[config.mk]
export PLATFORM = sky130hd
export DESIGN_NAME = fmul8_unit
export DESIGN_NICKNAME = d
export VERILOG_FILES = /design/src/rtl/fmul_pkg.sv /design/src/rtl/fmul_opsel.sv /design/src/rtl/fmul_array.sv /design/src/rtl/fmul_flags.sv /design/src/rtl/fmul8_unit.sv
export SDC_FILE = /design/constraint.sdc
export NUM_CORES = 1
export LEC_CHECK = 0
export BUFFER_PORTS_ARGS = -buffer_cell sky130_fd_sc_hd__buf_2
export CORE_MARGIN = 1.5
export CORE_UTILIZATION = 55
export DETAILED_ROUTE_END_ITERATION = 10
export PLACE_DENSITY = 0.85
export SYNTH_ARGS = -nofsm -noshare
export SYNTH_HDL_FRONTEND = slang
export SYNTH_SLANG_ARGS = --single-unit
[constraint.sdc]
create_clock -name clk -period 13.4 [get_ports clk]
set_clock_uncertainty 0.05 [all_clocks]
set_input_delay 2.01 -clock clk [delete_from_list [all_inputs] [get_ports clk]]
set_output_delay 2.01 -clock clk [all_outputs]
set_load 0.1 [all_outputs]
[src/rtl/fmul_pkg.sv]
// Shared types for the byte multiplier.
// Assumes: mode bits 1:0 pick operand interpretation, bit 2 fractional output.
package fmul_pkg;
    typedef enum logic [1:0] {
        KIND_UU  = 2'b00,
        KIND_SS  = 2'b01,
        KIND_SU  = 2'b10,
        KIND_RSV = 2'b11
    } kind_e;

    // Whether the first operand is read as two's complement.
    function automatic logic a_is_signed(input logic [1:0] k);
        return (k == KIND_SS) || (k == KIND_SU);
    endfunction

    // Whether the second operand is read as two's complement.
    function automatic logic b_is_signed(input logic [1:0] k);
        return (k == KIND_SS);
    endfunction
endpackage

[src/rtl/fmul_opsel.sv]
// Operand extension: widens each operand by one bit, sign- or zero-extended
// according to the operand kind. Purely combinational.
// Assumes: kind 2'b11 is treated as unsigned-by-unsigned.
module fmul_opsel
    import fmul_pkg::*;
#(
    parameter int W = 8
) (
    input  logic [W-1:0] a,
    input  logic [W-1:0] b,
    input  logic [1:0]   kind,
    output logic [W:0]   ea,
    output logic [W:0]   eb
);
    // Extend both operands by one bit per the selected interpretation.
    always_comb begin
        ea = {a_is_signed(kind) & a[W-1], a};
        eb = {b_is_signed(kind) & b[W-1], b};
    end
endmodule

[src/rtl/fmul_array.sv]
// Stage one: registers the extended operands, the fractional bit and a valid
// bit, then forms the full signed product of the registered operands.
// Assumes: operands arrive already extended to W+1 bits.
module fmul_array #(
    parameter int W = 8,
    localparam int PW = 2 * W,
    localparam int FW = 2 * (W + 1)
) (
    input  logic          clk,
    input  logic          rst_n,
    input  logic          start,
    input  logic          frac_in,
    input  logic [W:0]    ea,
    input  logic [W:0]    eb,
    output logic          v1,
    output logic          frac1,
    output logic [PW-1:0] raw
);
    logic [W:0]           ea_q, eb_q;
    logic signed [FW-1:0] full;

    // Capture the request and its operands on each edge.
    always_ff @(posedge clk) begin
        if (!rst_n) begin
            v1    <= 1'b0;
            frac1 <= 1'b0;
            ea_q  <= '0;
            eb_q  <= '0;
        end else begin
            v1 <= start;
            if (start) begin
                frac1 <= frac_in;
                ea_q  <= ea;
                eb_q  <= eb;
            end
        end
    end

    // Signed product of the extended operands; low PW bits carry the result.
    always_comb begin
        full = $signed(ea_q) * $signed(eb_q);
        raw  = full[PW-1:0];
    end

    // a valid stage-one entry exists only one edge after a start
    // (the first cycle after reset is skipped so $past stays inside reset history)
    logic seen_edge;
    always_ff @(posedge clk) seen_edge <= rst_n;
    v1_follows_start_chk: assert property (@(posedge clk) disable iff (!rst_n)
        seen_edge && v1 |-> $past(start));
endmodule

[src/rtl/fmul_flags.sv]
// Stage two: applies the optional fractional shift, forms carry and zero, and
// registers product, flags and the done strobe. Outputs hold between results.
// Assumes: raw is the unshifted product of the operands captured in stage one.
module fmul_flags #(
    parameter int PW = 16
) (
    input  logic          clk,
    input  logic          rst_n,
    input  logic          v1,
    input  logic          frac1,
    input  logic [PW-1:0] raw,
    output logic          done,
    output logic [PW-1:0] prod,
    output logic          zf,
    output logic          cf
);
    logic [PW-1:0] shaped;
    logic          c_next, z_next;

    // Shape the result and derive the two flags from it.
    always_comb begin
        shaped = frac1 ? {raw[PW-2:0], 1'b0} : raw;
        c_next = raw[PW-1];
        z_next = (shaped == '0);
    end

    // Register the result when stage one is valid; otherwise hold.
    always_ff @(posedge clk) begin
        if (!rst_n) begin
            done <= 1'b0;
            prod <= '0;
            zf   <= 1'b0;
            cf   <= 1'b0;
        end else begin
            done <= v1;
            if (v1) begin
                prod <= shaped;
                zf   <= z_next;
                cf   <= c_next;
            end
        end
    end


    frac_lsb_zero_chk: assert property (@(posedge clk) disable iff (!rst_n)
        v1 && frac1 |=> prod[0] == 1'b0);

    carry_integer_chk: assert property (@(posedge clk) disable iff (!rst_n)
        v1 && !frac1 |=> cf == prod[PW-1]);
endmodule

[src/rtl/fmul8_unit.sv]
// Top of the mixed-sign fractional byte multiplier. Two-edge pipeline:
// operands are extended and captured, then the product is shaped and flagged.
// Assumes: one request per cycle at most; caller writes the product to a fixed pair.
module fmul8_unit
    import fmul_pkg::*;
#(
    parameter int W = 8,
    localparam int PW = 2 * W
) (
    input  logic          clk,
    input  logic          rst_n,
    input  logic          start,
    input  logic [2:0]    mode,
    input  logic [W-1:0]  opa,
    input  logic [W-1:0]  opb,
    output logic          done,
    output logic [PW-1:0] product,
    output logic          flag_z,
    output logic          flag_c
);
    logic [W:0]    ea, eb;
    logic          v1, frac1;
    logic [PW-1:0] raw;

    fmul_opsel #(.W(W)) u_opsel (
        .a(opa), .b(opb), .kind(mode[1:0]), .ea(ea), .eb(eb)
    );

    fmul_array #(.W(W)) u_array (
        .clk(clk), .rst_n(rst_n), .start(start), .frac_in(mode[2]),
        .ea(ea), .eb(eb), .v1(v1), .frac1(frac1), .raw(raw)
    );

    fmul_flags #(.PW(PW)) u_flags (
        .clk(clk), .rst_n(rst_n), .v1(v1), .frac1(frac1), .raw(raw),
        .done(done), .prod(product), .zf(flag_z), .cf(flag_c)
    );


    done_after_two_chk: assert property (@(posedge clk) disable iff (!rst_n)
        start |-> ##2 done);

    no_spurious_done_chk: assert property (@(posedge clk) disable iff (!rst_n)
        (!start ##1 1'b1) |=> !done);

    zero_flag_chk: assert property (@(posedge clk) disable iff (!rst_n)
        done |-> flag_z == (product == '0));

    hold_result_chk: assert property (@(posedge clk) disable iff (!rst_n)
        !v1 |=> $stable(product) && $stable(flag_z) && $stable(flag_c));

    unsigned_ext_chk: assert property (@(posedge clk) disable iff (!rst_n)
        (mode[1:0] == KIND_UU || mode[1:0] == KIND_RSV) |-> !ea[W] && !eb[W]);
endmodule

==> results by stage, run 1 <==
Run status:
- The run finished with clean final reports.

GRT:
- Entering global routing, the biggest net connects 35 pins.
- The via count of the first global-routing pass is 3320.
- The total overflow reported by the global router is 0.
- The first global-routing pass estimated ~15000 µm of wire.
- Global routing used roughly 22% of the available tracks across all layers.
- The initial antenna violation count was 0.

Synth:
- The average cell area after synthesis is roughly 9 µm².
- Of the total synthesized cell area, the portion taken by XOR and XNOR cells is ~3.5%.
- The fraction of the mapped netlist area in compound gates is between 6 and 7%.
- By area, the combinational part of the netlist is dominated by adder cells.
- For this run, the number of Yosys warnings is 0.
- The synthesized netlist devotes between 10% and 20% of its cell area to simple gates.
- The post-synthesis cell area is between 4000 and 5000 µm².
- Counting every net in the synthesized netlist gives ~600.
- The synthesized netlist cell count is between 400 and 500.
- The fraction of synthesis flops using an asynchronous set or reset pin is 0%.
- Of the post-synthesis cell area, the part taken by muxes is under 10%.
- The leading register cell type out of synthesis is sky130_fd_sc_hd__dfxtp_1.
- The post-synthesis adder-cell area fraction is between 30 and 40%.
- The number of distinct library cell variants in the gate-level netlist after synthesis is 39.
- In this run, synthesis produced a sequential element count of 39.
- The number of flops mapped to enable cells by yosys is 0.
- The sequential-to-total area share from yosys stat is a little under a fifth.

Layout:
- Summing all non-filler instances in the final layout gives an area of about 4600 µm².
- Compared with the post-synthesis result, the final layout area differs by 7.50%.
- The net count of the finished layout is just over 600.
- The end-of-flow core utilization is 62.3%.
- The filler cell count in the final layout is ~670.
- The fraction of final layout cells sized beyond drive strength 1 is a little over a tenth.
- The repair_antennas step left the layout with diodes totalling 0.
- Leaving out filler cells and counting taps, the final layout contains 593.

Routing:
- The first-pass detailed-route iteration total is 4.
- Summed over all layers, the routed wires come to approximately 8600 µm.
- The number of design rule violations left after detail routing is 0.
- The via count is 3171.
- The final antenna-violating net count is 0.
- For this block, the initial DRC count from the detailed router was roughly 130.
- After detailed routing, the average wire length per cell comes to between 10 and 15 µm.
- After detailed routing, the number of vias per cell comes to roughly 5.3.

Power:
- In this run, flip-flops and latches consume about 41% of the power.
- The design internal power is 206 µW.
- The net switching fraction of the power is 37.1%.
- The portion of total power attributed to combinational logic is 31.6%.
- The maximum resistive drop on vdd is 0.0532 mV.
- The analysis attributes to net switching a power of 121 µW.
- The clock network fraction of design power is 27.0%.
- The total power divided by cell area is 71.2 nW/µm².
- The static power due to leakage is between 2 and 2.5 nW.

CTS:
- The number of setup buffers added after CTS is 0.
- The cts-stage hold buffer count is 0.
- The number of H-tree levels is 2.
- The clock passes through at most 2 buffers.
- TritonCTS built the clock tree.
- In this run the clock root is driven by a sky130_fd_sc_hd__clkbuf_8.
- After clock tree synthesis, the repair step resized 0 gates.
- The clock latency at the later pin of the worst-skew pair is 0.29 ns.
- The total clock sinks is 39.
- The number of buffers created by CTS is 5.
- Clock-pin slew was measured on the worst setup and hold paths at 0.08 ns.

Place:
- Summing all placed instances gives a cell area of 4490 µm².
- The worst-case setup slack after placement is 7.98 ns.
- Detailed placement ended at an HPWL of roughly 7000 µm.
- The cell count after placement is slightly below 600.
- Routability-driven placement finished with a final weighted congestion of ~0.87.
- The count of buffers added on input and output ports is 40.

Floorplanning:
- The core region is 7370 µm².
- For this configuration, the core starts out at a cell density of between 50% and 60%.
- Row generation in the floorplan step produced 31 rows.
- The die is a little over 90 µm wide.
- The total die area is between 8000 and 9000 µm².
- The number of primary I/O pins is slightly above 40.
- The chip height is between 90 and 100 µm.

Flow run:
- Max-cap violations in this run came to 0.

Critical path:
- The largest delay contributor family on the critical path is adder cells.
- The arrival time at the worst endpoint is ~5.7 ns.
- The largest fanout of any net on the critical path is 11.
- The type of destination of the critical path is a flip-flop.
- Counting both buffers and inverters, the worst setup path holds a total of 1.
- The worst stage delay on the critical path is 0.57 ns.
- The kind of critical path is flip-flop to flip-flop.
- By instance count, the cell type seen most on the critical path is sky130_fd_sc_hd__fa_1.
- Data on the critical path is required at its endpoint by between 10 and 15 ns.
- The slowest cell on the critical path is sky130_fd_sc_hd__fa_1.
- Walking the worst path, the cells encountered are nand2_1 > fa_1 > inv_1 > fa_1 > fa_1 > fa_1 > fa_1 > ha_1 > and3_1 > a221oi_2 > a21oi_1 > xnor2_1 > nand3_1 > or4b_1 > o21ai_1.
- The number of cells on the critical path is 15.
- STA classifies the critical path startpoint as a flip-flop.
- Measured in cells, the most critical reg-to-reg path has a length of 15.

Timing:
- The worst slew margin relative to its limit is 34.5%.
- The final clock period utilization by the worst path is about two fifths.
- Setup violations remaining at the end of the flow were counted as 0.
- Setup repair after global routing left no endpoint under its margin.
- The worst path meets setup with slightly below 8 ns of slack.
- The final max-slew violation count is 0.
- Based on the critical path, the design can be clocked at up to roughly 180 MHz.
- At the pin with the least slew margin, the transition time is about 0.98 ns.
- The final setup TNS is 0 ns.
- The final critical-path required period is ~5.5 ns.
- The final-report hold violation count is 0.

Worst hold path:
- The path type of the worst min-delay path is flip-flop to flip-flop.
- Counting instances, the worst hold path has a depth of 2.
[sequential cells by signal, summed over array words and instances, names as in the netlist]
register	flops
u_flags.prod	16
u_array.ea_q	9
u_array.eb_q	9
u_array.frac1	1
u_array.v1	1
u_flags.cf	1
u_flags.done	1
u_flags.zf	1
[cells in the mapped netlist (10+ instances only)]
cell type | number | area, µm²
sky130_fd_sc_hd__inv_1 | 73 | 274
sky130_fd_sc_hd__and2_1 | 31 | 194
sky130_fd_sc_hd__ha_1 | 34 | 425
sky130_fd_sc_hd__a211oi_1 | 10 | 75.1
sky130_fd_sc_hd__fa_1 | 63 | 1260
sky130_fd_sc_hd__dfxtp_1 | 39 | 781
sky130_fd_sc_hd__mux2i_1 | 28 | 280
sky130_fd_sc_hd__nand2_1 | 50 | 188
sky130_fd_sc_hd__xnor2_1 | 15 | 131
sky130_fd_sc_hd__clkbuf_1 | 26 | 97.6
sky130_fd_sc_hd__a21oi_1 | 14 | 70.1
sky130_fd_sc_hd__nor2_1 | 40 | 150
[stage by stage]
stage                     power [mW]  hold WS [ns]
after global placement         0.235         0.388
after detailed placement       0.240         0.405
after CTS                      0.330         0.416
after global routing           0.348         0.425
after floorplan                0.218         0.428
final                          0.327         0.411
[layout by cell type, fill, tap and decap left out, types with 2 or more instances in the layout]
| cell type | n |
|---|---|
| sky130_fd_sc_hd__nor2b_1 | 6 |
| sky130_fd_sc_hd__fa_1 | 63 |
| sky130_fd_sc_hd__nor2_1 | 40 |
| sky130_fd_sc_hd__inv_1 | 73 |
| sky130_fd_sc_hd__and3_1 | 2 |
| sky130_fd_sc_hd__o31ai_1 | 2 |
| sky130_fd_sc_hd__xnor2_1 | 15 |
| sky130_fd_sc_hd__o21a_1 | 2 |
| sky130_fd_sc_hd__a21o_1 | 3 |
| sky130_fd_sc_hd__nand2b_1 | 5 |
| sky130_fd_sc_hd__nor3_1 | 2 |
| sky130_fd_sc_hd__nand2_1 | 50 |
| sky130_fd_sc_hd__clkbuf_8 | 7 |
| sky130_fd_sc_hd__dfxtp_1 | 39 |
| sky130_fd_sc_hd__a21oi_1 | 14 |
| sky130_fd_sc_hd__buf_2 | 40 |
| sky130_fd_sc_hd__xor2_1 | 2 |
| sky130_fd_sc_hd__o21ai_0 | 4 |
| sky130_fd_sc_hd__ha_1 | 34 |
| sky130_fd_sc_hd__mux2i_1 | 28 |
| sky130_fd_sc_hd__nand3_1 | 5 |
| sky130_fd_sc_hd__a211oi_1 | 10 |
| sky130_fd_sc_hd__and2_1 | 31 |
[power groups by stage]
stage	clock, mW	sequential [mW]	combinational, mW
floorplan	0	0.152	0.0656
global placement	0	0.137	0.0984
detailed placement	0	0.138	0.103
CTS	0.0915	0.135	0.104
global route	0.0967	0.137	0.115
finish	0.0883	0.135	0.103
[tightest hold or removal path: cells and delay by family, from the launching register on]
family	cells	cell delay [ns]
flops	1	0.32
simple gates	1	0.05
compound gates	1	0.05
[layer usage]
layer	vias to the layer above	track usage [%]	part of all wire, %
met2	78	40.5	53
met1	1569	27.6	42
met4	0	5.47	1.0
li1	1513	-	-
met3	11	3.27	4.0
met5	-	0	0
[kinds of logic (layout without fill, tap and decap cells)]
kind of cell | Yosys count | count (layout)
muxes | 29 | 29
and+or+nand+nor | 147 | 147
DFF | 39 | 39
buffers and inverters | 102 | 123
AOI/OAI and AO/OA | 42 | 42
xor gates and xnor gates | 17 | 17
adders and majority gates | 97 | 97
[path summary, 6_finish.rpt]
check	startpoint	endpoint	slack, ns
max	u_array.eb_q[0]	u_flags.zf	7.91
min	u_flags.zf	u_flags.zf	0.41
max reg2reg	u_array.eb_q[0]	u_flags.zf	7.91
min reg2reg	u_flags.zf	u_flags.zf	0.41
[area by class of cell]
cell class | instances | area [µm²] | area share, %
Tap cell | 99 | 124 | 2.70
Inverter | 74 | 278 | 6.05
Clock inverter | 1 | 7.51 | 0.164
Timing Repair Buffer | 41 | 208 | 4.52
Sequential cell | 39 | 781 | 17.0
Clock buffer | 7 | 96.3 | 2.10
Multi-Input combinational cell | 332 | 3100 | 67.5
Note: power is estimated with default switching activity, not from simulation.
==> run 2, diff against run 1 <==
==> constraint.sdc (replaced) <==
create_clock -name clk -period 5.38 [get_ports clk]
set_clock_uncertainty 0.05 [all_clocks]
set_input_delay 0.807 -clock clk [delete_from_list [all_inputs] [get_ports clk]]
set_output_delay 0.807 -clock clk [all_outputs]
set_load 0.1 [all_outputs]
==> run 2 against run 1 <==
Effect of this change: sequential power increased by 140%; count of clock-buffer cells in the layout unchanged; critical path type unchanged; global-route usage increased by 0.28 points; sequential share of layout area decreased by 0.10 points; critical endpoint unchanged; sequential cell count unchanged; register-to-register slack got worse by 7.8 ns; critical path depth unchanged; final cell count increased by 2.5%; highest routed layer unchanged.
==> results by stage, run 2 (synthesized netlist as in run 1, its figures left out) <==
Flow run:
- Max-cap violations in this run came to 0.

Critical path:
- The worst flop-to-flop path startpoint is u_array.eb_q[3].
- The most numerous cell type found on the critical path is sky130_fd_sc_hd__fa_1.
- The critical path goes through buf_4 > and2_1 > fa_1 > fa_1 > fa_1 > fa_1 > fa_1 > ha_2 > and3_1 > a221oi_4 > a21oi_1 > xnor2_1 > nand3_1 > or4b_1 > o21ai_1.
- The kind of critical path is flip-flop to flip-flop.
- The buffer and inverter count on the worst path is 1.
- The data required time at the worst endpoint is about 5.6 ns.
- The critical path runs through a total of 15 cells.
- The number of cells on the worst reg-to-reg path is 15.
- The largest delay contributor family on the critical path is adder cells.
- In this run the critical register-to-register path is captured at u_flags.zf.
- The type of destination of the critical path is a flip-flop.
- The arrival time at the worst endpoint is 5.41 ns.
- The largest single stage delay on the critical path is approximately 0.6 ns.
- Of all nets on the critical path, the largest fanout is 9.
- For this design, the slowest cell found on the critical path is sky130_fd_sc_hd__fa_1.
- STA classifies the critical path startpoint as a flip-flop.
- The register-to-register setup slack is around 0.15 ns.

Routing:
- Detailed routing inserted a total of around 3300 vias.
- After detailed routing, the number of remaining DRC violations is 0.
- The final wirelength is between 8000 and 9000 µm.
- Dividing the detail-routed wire length by the instance count gives approximately 15 µm.
- The number of design-rule violations left by the first detailed-router iteration is roughly 150.
- The final antenna-violating net count is 0.
- Dividing the detail-routed via count by the number of cells gives roughly 5.4.
- Before antenna repair, the detailed router went through 4 iterations.

Floorplanning:
- The die is slightly above 90 µm wide.
- After floorplanning, the core was sized to cover 7370 µm².
- The initial utilization of the core area, before any placement, comes to 57.9%.
- The number of primary I/O pins is just over 40.
- The die covers approximately 8300 µm².
- The die is a little over 90 µm tall.
- The number of rows created at floorplan is 31.

Layout:
- The largest registers in the layout are u_flags.prod: 16 flops, u_array.ea_q: 9 flops, u_array.eb_q: 9 flops.
- The antenna diode count is 0.
- The net count of the finished layout is about 630.
- The fraction of final layout cells sized beyond drive strength 1 is between 10% and 20%.
- The register with the most flip-flops in the final layout is u_flags.prod.
- The end-of-flow core utilization is approximately 64%.
- The flip-flop count of the largest register, all copies and words added is 16.
- In the layout the commonest cells are sky130_fd_sc_hd__inv_1 (73), sky130_fd_sc_hd__fa_1 (62), sky130_fd_sc_hd__nand2_1 (50).
- Fill cells in the final layout number roughly 600.
- The count of placed standard cells in the final layout, fillers left out is about 610.
- After routing the design area is 4740 µm².
- The most common library cell in the layout ignoring fill and taps is sky130_fd_sc_hd__inv_1.
- The layout-stage area growth over the synthesis result is 11.1%.

Place:
- The placed instances occupy a cell area of approximately 4600 µm².
- The half-perimeter wire length after detailed placement is between 7000 and 8000 µm.
- Port buffering added 40 buffers.
- Counting tap cells, the placed design contains a total of approximately 600 instances.
- The final weighted congestion in routability-driven placement is roughly 0.92.
- The worst-case setup slack after placement is approximately 0.015 ns.

CTS:
- The total clock sinks is 39.
- The maximum clock insertion buffer count is 2.
- In this run, CTS created clock tree buffers numbering 5.
- Clock-pin slew was measured on the worst setup and hold paths at ~0.080 ns.
- The cts-stage hold buffer count is 0.
- The root buffer selected by CTS is sky130_fd_sc_hd__clkbuf_8.
- The number of H-tree levels is 2.
- The TritonCTS clock tree is built.
- The clock reaches the later pin of the worst-skew pair after roughly 0.30 ns.

Timing:
- Setup violations remaining at the end of the flow were counted as 0.
- Dividing the final minimum period by the clock period gives a little over nine tenths.
- The slew of the pin with the lowest slew margin is between 0.9 and 1 ns.
- The highest achievable clock rate is approximately 190 MHz.
- The final critical-path required period is approximately 5.2 ns.
- The final-report hold violation count is 0.
- The final worst hold slack is 0.423 ns.
- After layout, the worst setup slack is roughly 0.15 ns.
- In this run the tightest slew margin relative to its limit is 35.6%.
- The final max-slew violation count came to 0.

GRT:
- The initial antenna violation count came to 0.
- The first-pass GRT wire length is roughly 15000 µm.
- The via count of the first global-routing pass is ~3300.
- Global routing consumed, over all layers together, between 20 and 25% of the routing resources.
- Entering global routing, the biggest net connects 35 pins.
- The total overflow reported by the global router is 0.

Power:
- The total power divided by cell area is between 150 and 200 nW/µm².
- The static power due to leakage is around 2.5 nW.
- The worst-case IR drop observed on VDD is roughly 0.12 mV.

Worst hold path:
- Counting instances, the worst hold path has a depth of 2.
- The worst hold path terminates at u_flags.zf.
- In this run the most critical hold path is launched from u_flags.zf.
- The path type of the worst min-delay path is flip-flop to flip-flop.

Run status:
- The flow ran to the end, and the final reports show no timing, DRC or antenna violations.
[run 2: changes by cell type in the layout (fill, tap and decap cells not counted), sizes merged]
cell  change
buf      +15
[run 2: report_power, final]
part           total [mW]  internal (mW)  switching (mW)  leakage [nW]
logic               0.278         0.0979           0.180          2.10
clock network       0.226          0.117           0.109        0.0505
registers           0.328          0.306          0.0225         0.325
total               0.832          0.520           0.311          2.48
[run 2: layout make-up]
class / instances / area [µm²] / area share (%)
inverters: 74 / 278 / 5.85
multi-input cells: 332 / 3120 / 65.7
clock buffers: 7 / 96.3 / 2.03
flip-flops and latches: 39 / 802 / 16.9
well taps: 99 / 124 / 2.61
repair buffers: 56 / 320 / 6.75
clock inverters: 1 / 7.51 / 0.158
[run 2: routing by layer]
layer,track usage (%),routed length (µm),vias up
li1,-,-,1545
met1,27.5,3710,1592
met2,41.0,4560,113
met3,3.69,469,22
met4,6.12,204,0
met5,0,0,-
[run 2: how the worst max path moves through the flow]
stage,from,end
2_1_floorplan,u_array.ea_q[5],u_flags.zf
3_3_place_gp,u_array.eb_q[1],u_flags.zf
3_5_place_dp,u_array.eb_q[1],u_flags.zf
4_1_cts,u_array.eb_q[1],u_flags.zf
5_1_grt,u_array.ea_q[4],u_flags.zf
6_report,u_array.eb_q[3],u_flags.zf
[run 2: worst register-to-register path, cell delays in order (launching register included)]
cell,delay (ns)
sky130_fd_sc_hd__dfxtp_1,0.33
sky130_fd_sc_hd__buf_4,0.17
sky130_fd_sc_hd__and2_1,0.16
sky130_fd_sc_hd__fa_1,0.43
sky130_fd_sc_hd__fa_1,0.59
sky130_fd_sc_hd__fa_1,0.44
sky130_fd_sc_hd__fa_1,0.51
sky130_fd_sc_hd__fa_1,0.53
sky130_fd_sc_hd__ha_2,0.31
sky130_fd_sc_hd__and3_1,0.22
sky130_fd_sc_hd__a221oi_4,0.33
sky130_fd_sc_hd__a21oi_1,0.13
sky130_fd_sc_hd__xnor2_1,0.25
sky130_fd_sc_hd__nand3_1,0.10
sky130_fd_sc_hd__or4b_1,0.49
sky130_fd_sc_hd__o21ai_1,0.12
[run 2: metrics by stage]
stage | power [mW] | setup TNS (ns)
after floorplan | 0.542 | 0
after global placement | 0.595 | 0
after detailed placement | 0.607 | 0
after CTS | 0.832 | 0
after global routing | 0.877 | -0.0192
final | 0.832 | 0
[run 2: timing repair]
action,CTS,global route
buffers inserted,0,1
pin swaps,0,1
endpoints found under the setup margin,1,5
resized for setup,1,17
==> run 3, diff against run 2 <==
--- a/config.mk
+++ b/config.mk
@@ -5,11 +5,12 @@
 export SDC_FILE = /design/constraint.sdc
 export NUM_CORES = 1
 export LEC_CHECK = 0
+export ABC_AREA = 1
 export BUFFER_PORTS_ARGS = -buffer_cell sky130_fd_sc_hd__buf_2
 export CORE_MARGIN = 1.5
 export CORE_UTILIZATION = 55
 export DETAILED_ROUTE_END_ITERATION = 10
-export PLACE_DENSITY = 0.85
+export PLACE_DENSITY = 0.84
 export SYNTH_ARGS = -nofsm -noshare
 export SYNTH_HDL_FRONTEND = slang
 export SYNTH_SLANG_ARGS = --single-unit
==> run 3 against run 2 <==
Effect of this change: sequential power grew 4%; highest routed layer unchanged; final cell count rose by 30%; synthesized cell count grew 41%; utilization fell by 3.3 points; critical path depth up 6; global-route usage is 4.1 points higher; sequential cell count did not move.
==> results by stage, run 3 <==
Run status:
- The run finished with clean final reports.

Layout:
- The top cell types in the final layout, fill and taps aside, are sky130_fd_sc_hd__nand2_1 (172), sky130_fd_sc_hd__inv_1 (155), sky130_fd_sc_hd__nor2_1 (69).
- The register with the most flip-flops in the layout has 16 of them.
- More flip-flops sit in one register than any other, and that register is u_flags.prod.
- The most common library cell in the layout ignoring fill and taps is sky130_fd_sc_hd__nand2_1.
- Counting the fill cells in the layout gives roughly 710.
- The count of placed standard cells in the final layout, fillers left out is 792.
- The antenna diode count is 0.
- The area of all placed cells without fillers is between 5000 and 6000 µm².
- The fraction of final layout cells sized beyond drive strength 1 is a little under a tenth.
- The end-of-flow core utilization is approximately three fifths.
- The area growth from synthesis to layout is 7.02%.
- The net count of the finished layout is around 810.
- The largest registers in the layout are u_flags.prod: 16 flops, u_array.ea_q: 9 flops, u_array.eb_q: 9 flops.

Routing:
- Dividing the detail-routed via count by the number of cells gives just over 5.
- After detailed routing, the average wire length per cell comes to roughly 13 µm.
- The detailed router finished its first iteration with 176 violations.
- The number of design rule violations left after detail routing is 0.
- The first-pass detailed-route iteration total is 5.
- The final wirelength is about 11000 µm.
- The final antenna-violating net count is 0.
- For this block, the via count after detailed routing is 4090.

CTS:
- Buffers added to address setup during post-CTS repair amount to 0.
- The number of gates resized after CTS was 0.
- The cts-stage hold buffer count is 0.
- In this run, CTS created clock tree buffers numbering 5.
- The root buffer selected by CTS is sky130_fd_sc_hd__clkbuf_8.
- The clock latency at the later pin of the worst-skew pair is approximately 0.3 ns.
- The number of H-tree levels is 2.
- The clock passes through at most 2 buffers.
- The clock slew at the register clock pins of the worst setup and hold paths is 0.08 ns.
- TritonCTS built the clock tree.
- The tree built by TritonCTS fans out to 39 sinks.

Synth:
- The number of different library cells used by synthesis comes to 31.
- Synthesis inferred 39 register bits.
- The total number of yosys warnings is 0.
- The share of the Yosys chip area taken by registers is between 10% and 20%.
- Synthesis produced a netlist whose cell count is roughly 670.
- Of the post-synthesis cell area, the dominant cell type holds between 20% and 30%.
- In the synthesized netlist, the cells that appear most often are sky130_fd_sc_hd__nand2_1 (172), sky130_fd_sc_hd__inv_1 (155), sky130_fd_sc_hd__nor2_1 (69).
- The average instance in the mapped netlist occupies ~7 µm².
- The most common cell in the synthesized netlist is sky130_fd_sc_hd__nand2_1.
- Among all flip-flop cells after synthesis, the most frequent one is sky130_fd_sc_hd__dfxtp_1.
- After synthesis, the share of flip-flops with an asynchronous set or reset is 0%.
- The largest area contributor in the netlist is sky130_fd_sc_hd__fa_1.
- Yosys attributes the largest share of cell area to sky130_fd_sc_hd__fa_1 (27%), sky130_fd_sc_hd__dfxtp_1 (17%), sky130_fd_sc_hd__nand2_1 (14%).
- The number of nets produced by synthesis is between 700 and 800.
- The number of flops mapped to enable cells by yosys is 0.
- After synthesis the cells add up to between 4000 and 5000 µm².

Floorplanning:
- The number of rows created at floorplan is 33.
- The starting density of the core is about 57%.
- The area of the core is about 8000 µm².
- From left edge to right edge, the die measures 95.3 µm.
- For this design the top-level I/O count stands at between 40 and 50.
- The total die area is a little over 9000 µm².
- The chip height is 95.3 µm.

Flow run:
- Max-cap violations in this run came to 0.

Place:
- The final weighted congestion in routability-driven placement is 0.929.
- The port buffer count is 40.
- Once placement finished, the instance area stood at 4900 µm².
- The HPWL after detailed placement is a little under 9000 µm.
- The cell count after placement is 784.
- The worst-case setup slack after placement is approximately 0.38 ns.

Power:
- After layout, the design draws a total of 994 µW.
- The total power divided by cell area is 198 nW/µm².
- VDD sags by at most 0.164 mV.
- Summed over all cells, the static leakage comes to ~3.1 nW.

Critical path:
- STA puts the critical path data arrival time at 5.22 ns.
- The kind of critical path is flip-flop to flip-flop.
- The worst setup path is captured at a flip-flop.
- The largest fanout of any net on the critical path is 7.
- For the worst setup path, the data required time is roughly 5.6 ns.
- The worst setup path is launched from a flip-flop.
- The number of cells on the worst reg-to-reg path is 21.
- The reg-to-reg endpoint is u_flags.zf.
- The register-to-register setup slack is between 0.3 and 0.4 ns.
- The worst register-to-register path begins at u_array.eb_q[8].

Timing:
- In the final timing run, aggregate negative setup slack is 0 ns.
- The final-report hold violation count is 0.
- The count of final setup violators is 0.
- The final max-slew violation count is 0.
- Across all hold checks on the routed design, the worst slack comes to between 0.4 and 0.5 ns.
- For the pin with the worst max-slew slack, the measured transition is ~0.96 ns.
- The worst slew margin relative to its limit is a little over a third.
- Setup repair after global routing left no endpoint under its margin.
- Based on the critical path, the design can be clocked at up to 199 MHz.
- The final critical path takes up a little over 90% of the cycle.
- The final critical-path required period is between 5 and 6 ns.
- Setup slack closes at between 0.3 and 0.4 ns.

Worst hold path:
- The worst hold path belongs to the class flip-flop to flip-flop.
- The source of the worst hold timing path is u_flags.prod[2].
- The worst hold path passes through 2 cells.
- The endpoint with the worst hold slack is u_flags.prod[2].

GRT:
- Entering global routing, the biggest net connects 30 pins.
- The first global-routing pass estimated about 19000 µm of wire.
- For this run the aggregate overflow at the end of global routing stands at 0.
- For this run, the total global-route usage over all layers was measured as between 20% and 30%.
- The via count of the first global-routing pass is approximately 4100.
- The initial antenna violation count is 0.
## run 3: how the worst max path moves through the flow
stage               slack [ns]    endpoint            start  cells after the start
finish                    0.35  u_flags.zf  u_array.eb_q[8]                     21
global route             0.008  u_flags.zf  u_array.eb_q[1]                     22
CTS                       0.35  u_flags.zf  u_array.eb_q[8]                     21
detailed placement        0.38  u_flags.zf  u_array.eb_q[8]                     21
global placement          0.48  u_flags.zf  u_array.eb_q[8]                     21
floorplan                 0.71  u_flags.zf  u_array.eb_q[3]                     21
## run 3: kinds of logic after synthesis
group,Yosys count,share of synthesized area [%]
AND/OR/NAND/NOR,288,24.9
buffers and inverters,189,15.9
adder cells (fa/ha/maj),97,36.0
AO/OA/AOI/OAI,51,6.19
flip-flops,39,16.7
XOR/XNOR,2,0.374
## run 3: layer usage
metal  vias up  wire length (µm)  global-route usage, %
met2       127              5170                   45.4
li1       1993                 -                      -
met5         -                 0                      0
met3        33               535                   3.83
met4         0               353                   9.33
met1      1937              4620                   34.6
## run 3: layout make-up
| class | count | area (µm²) | share of cell area, % |
|---|---|---|---|
| sequential | 39 | 781 | 15.6 |
| multi-input combinational | 438 | 3160 | 63.0 |
| timing repair buffer | 45 | 238 | 4.74 |
| inverter | 157 | 592 | 11.8 |
| clock inverter | 3 | 43.8 | 0.873 |
| clock buffer | 5 | 68.8 | 1.37 |
| tap | 105 | 131 | 2.62 |
## run 3: power breakdown
part	leakage, nW	switching (mW)	total [mW]	internal (mW)
Clock	0.0581	0.115	0.253	0.138
Combinational	2.74	0.271	0.401	0.131
Sequential	0.322	0.0319	0.340	0.308
Total	3.12	0.417	0.994	0.577
## run 3: worst max-delay path: stages (launching register included)
cell,delay [ns]
sky130_fd_sc_hd__dfxtp_1,0.42
sky130_fd_sc_hd__inv_1,0.14
sky130_fd_sc_hd__or2_2,0.31
sky130_fd_sc_hd__fa_1,0.47
sky130_fd_sc_hd__fa_1,0.50
sky130_fd_sc_hd__inv_1,0.06
sky130_fd_sc_hd__fa_1,0.50
sky130_fd_sc_hd__fa_1,0.59
sky130_fd_sc_hd__fa_1,0.42
sky130_fd_sc_hd__ha_1,0.41
sky130_fd_sc_hd__or2_4,0.28
sky130_fd_sc_hd__nand3_2,0.09
sky130_fd_sc_hd__nand2_1,0.07
sky130_fd_sc_hd__nand2_1,0.07
sky130_fd_sc_hd__nand3_1,0.06
sky130_fd_sc_hd__nand2_1,0.09
sky130_fd_sc_hd__nand2_1,0.06
sky130_fd_sc_hd__nor2_1,0.08
sky130_fd_sc_hd__nand3_1,0.07
sky130_fd_sc_hd__nor2_1,0.11
sky130_fd_sc_hd__nor2_1,0.05
sky130_fd_sc_hd__nor2_1,0.08
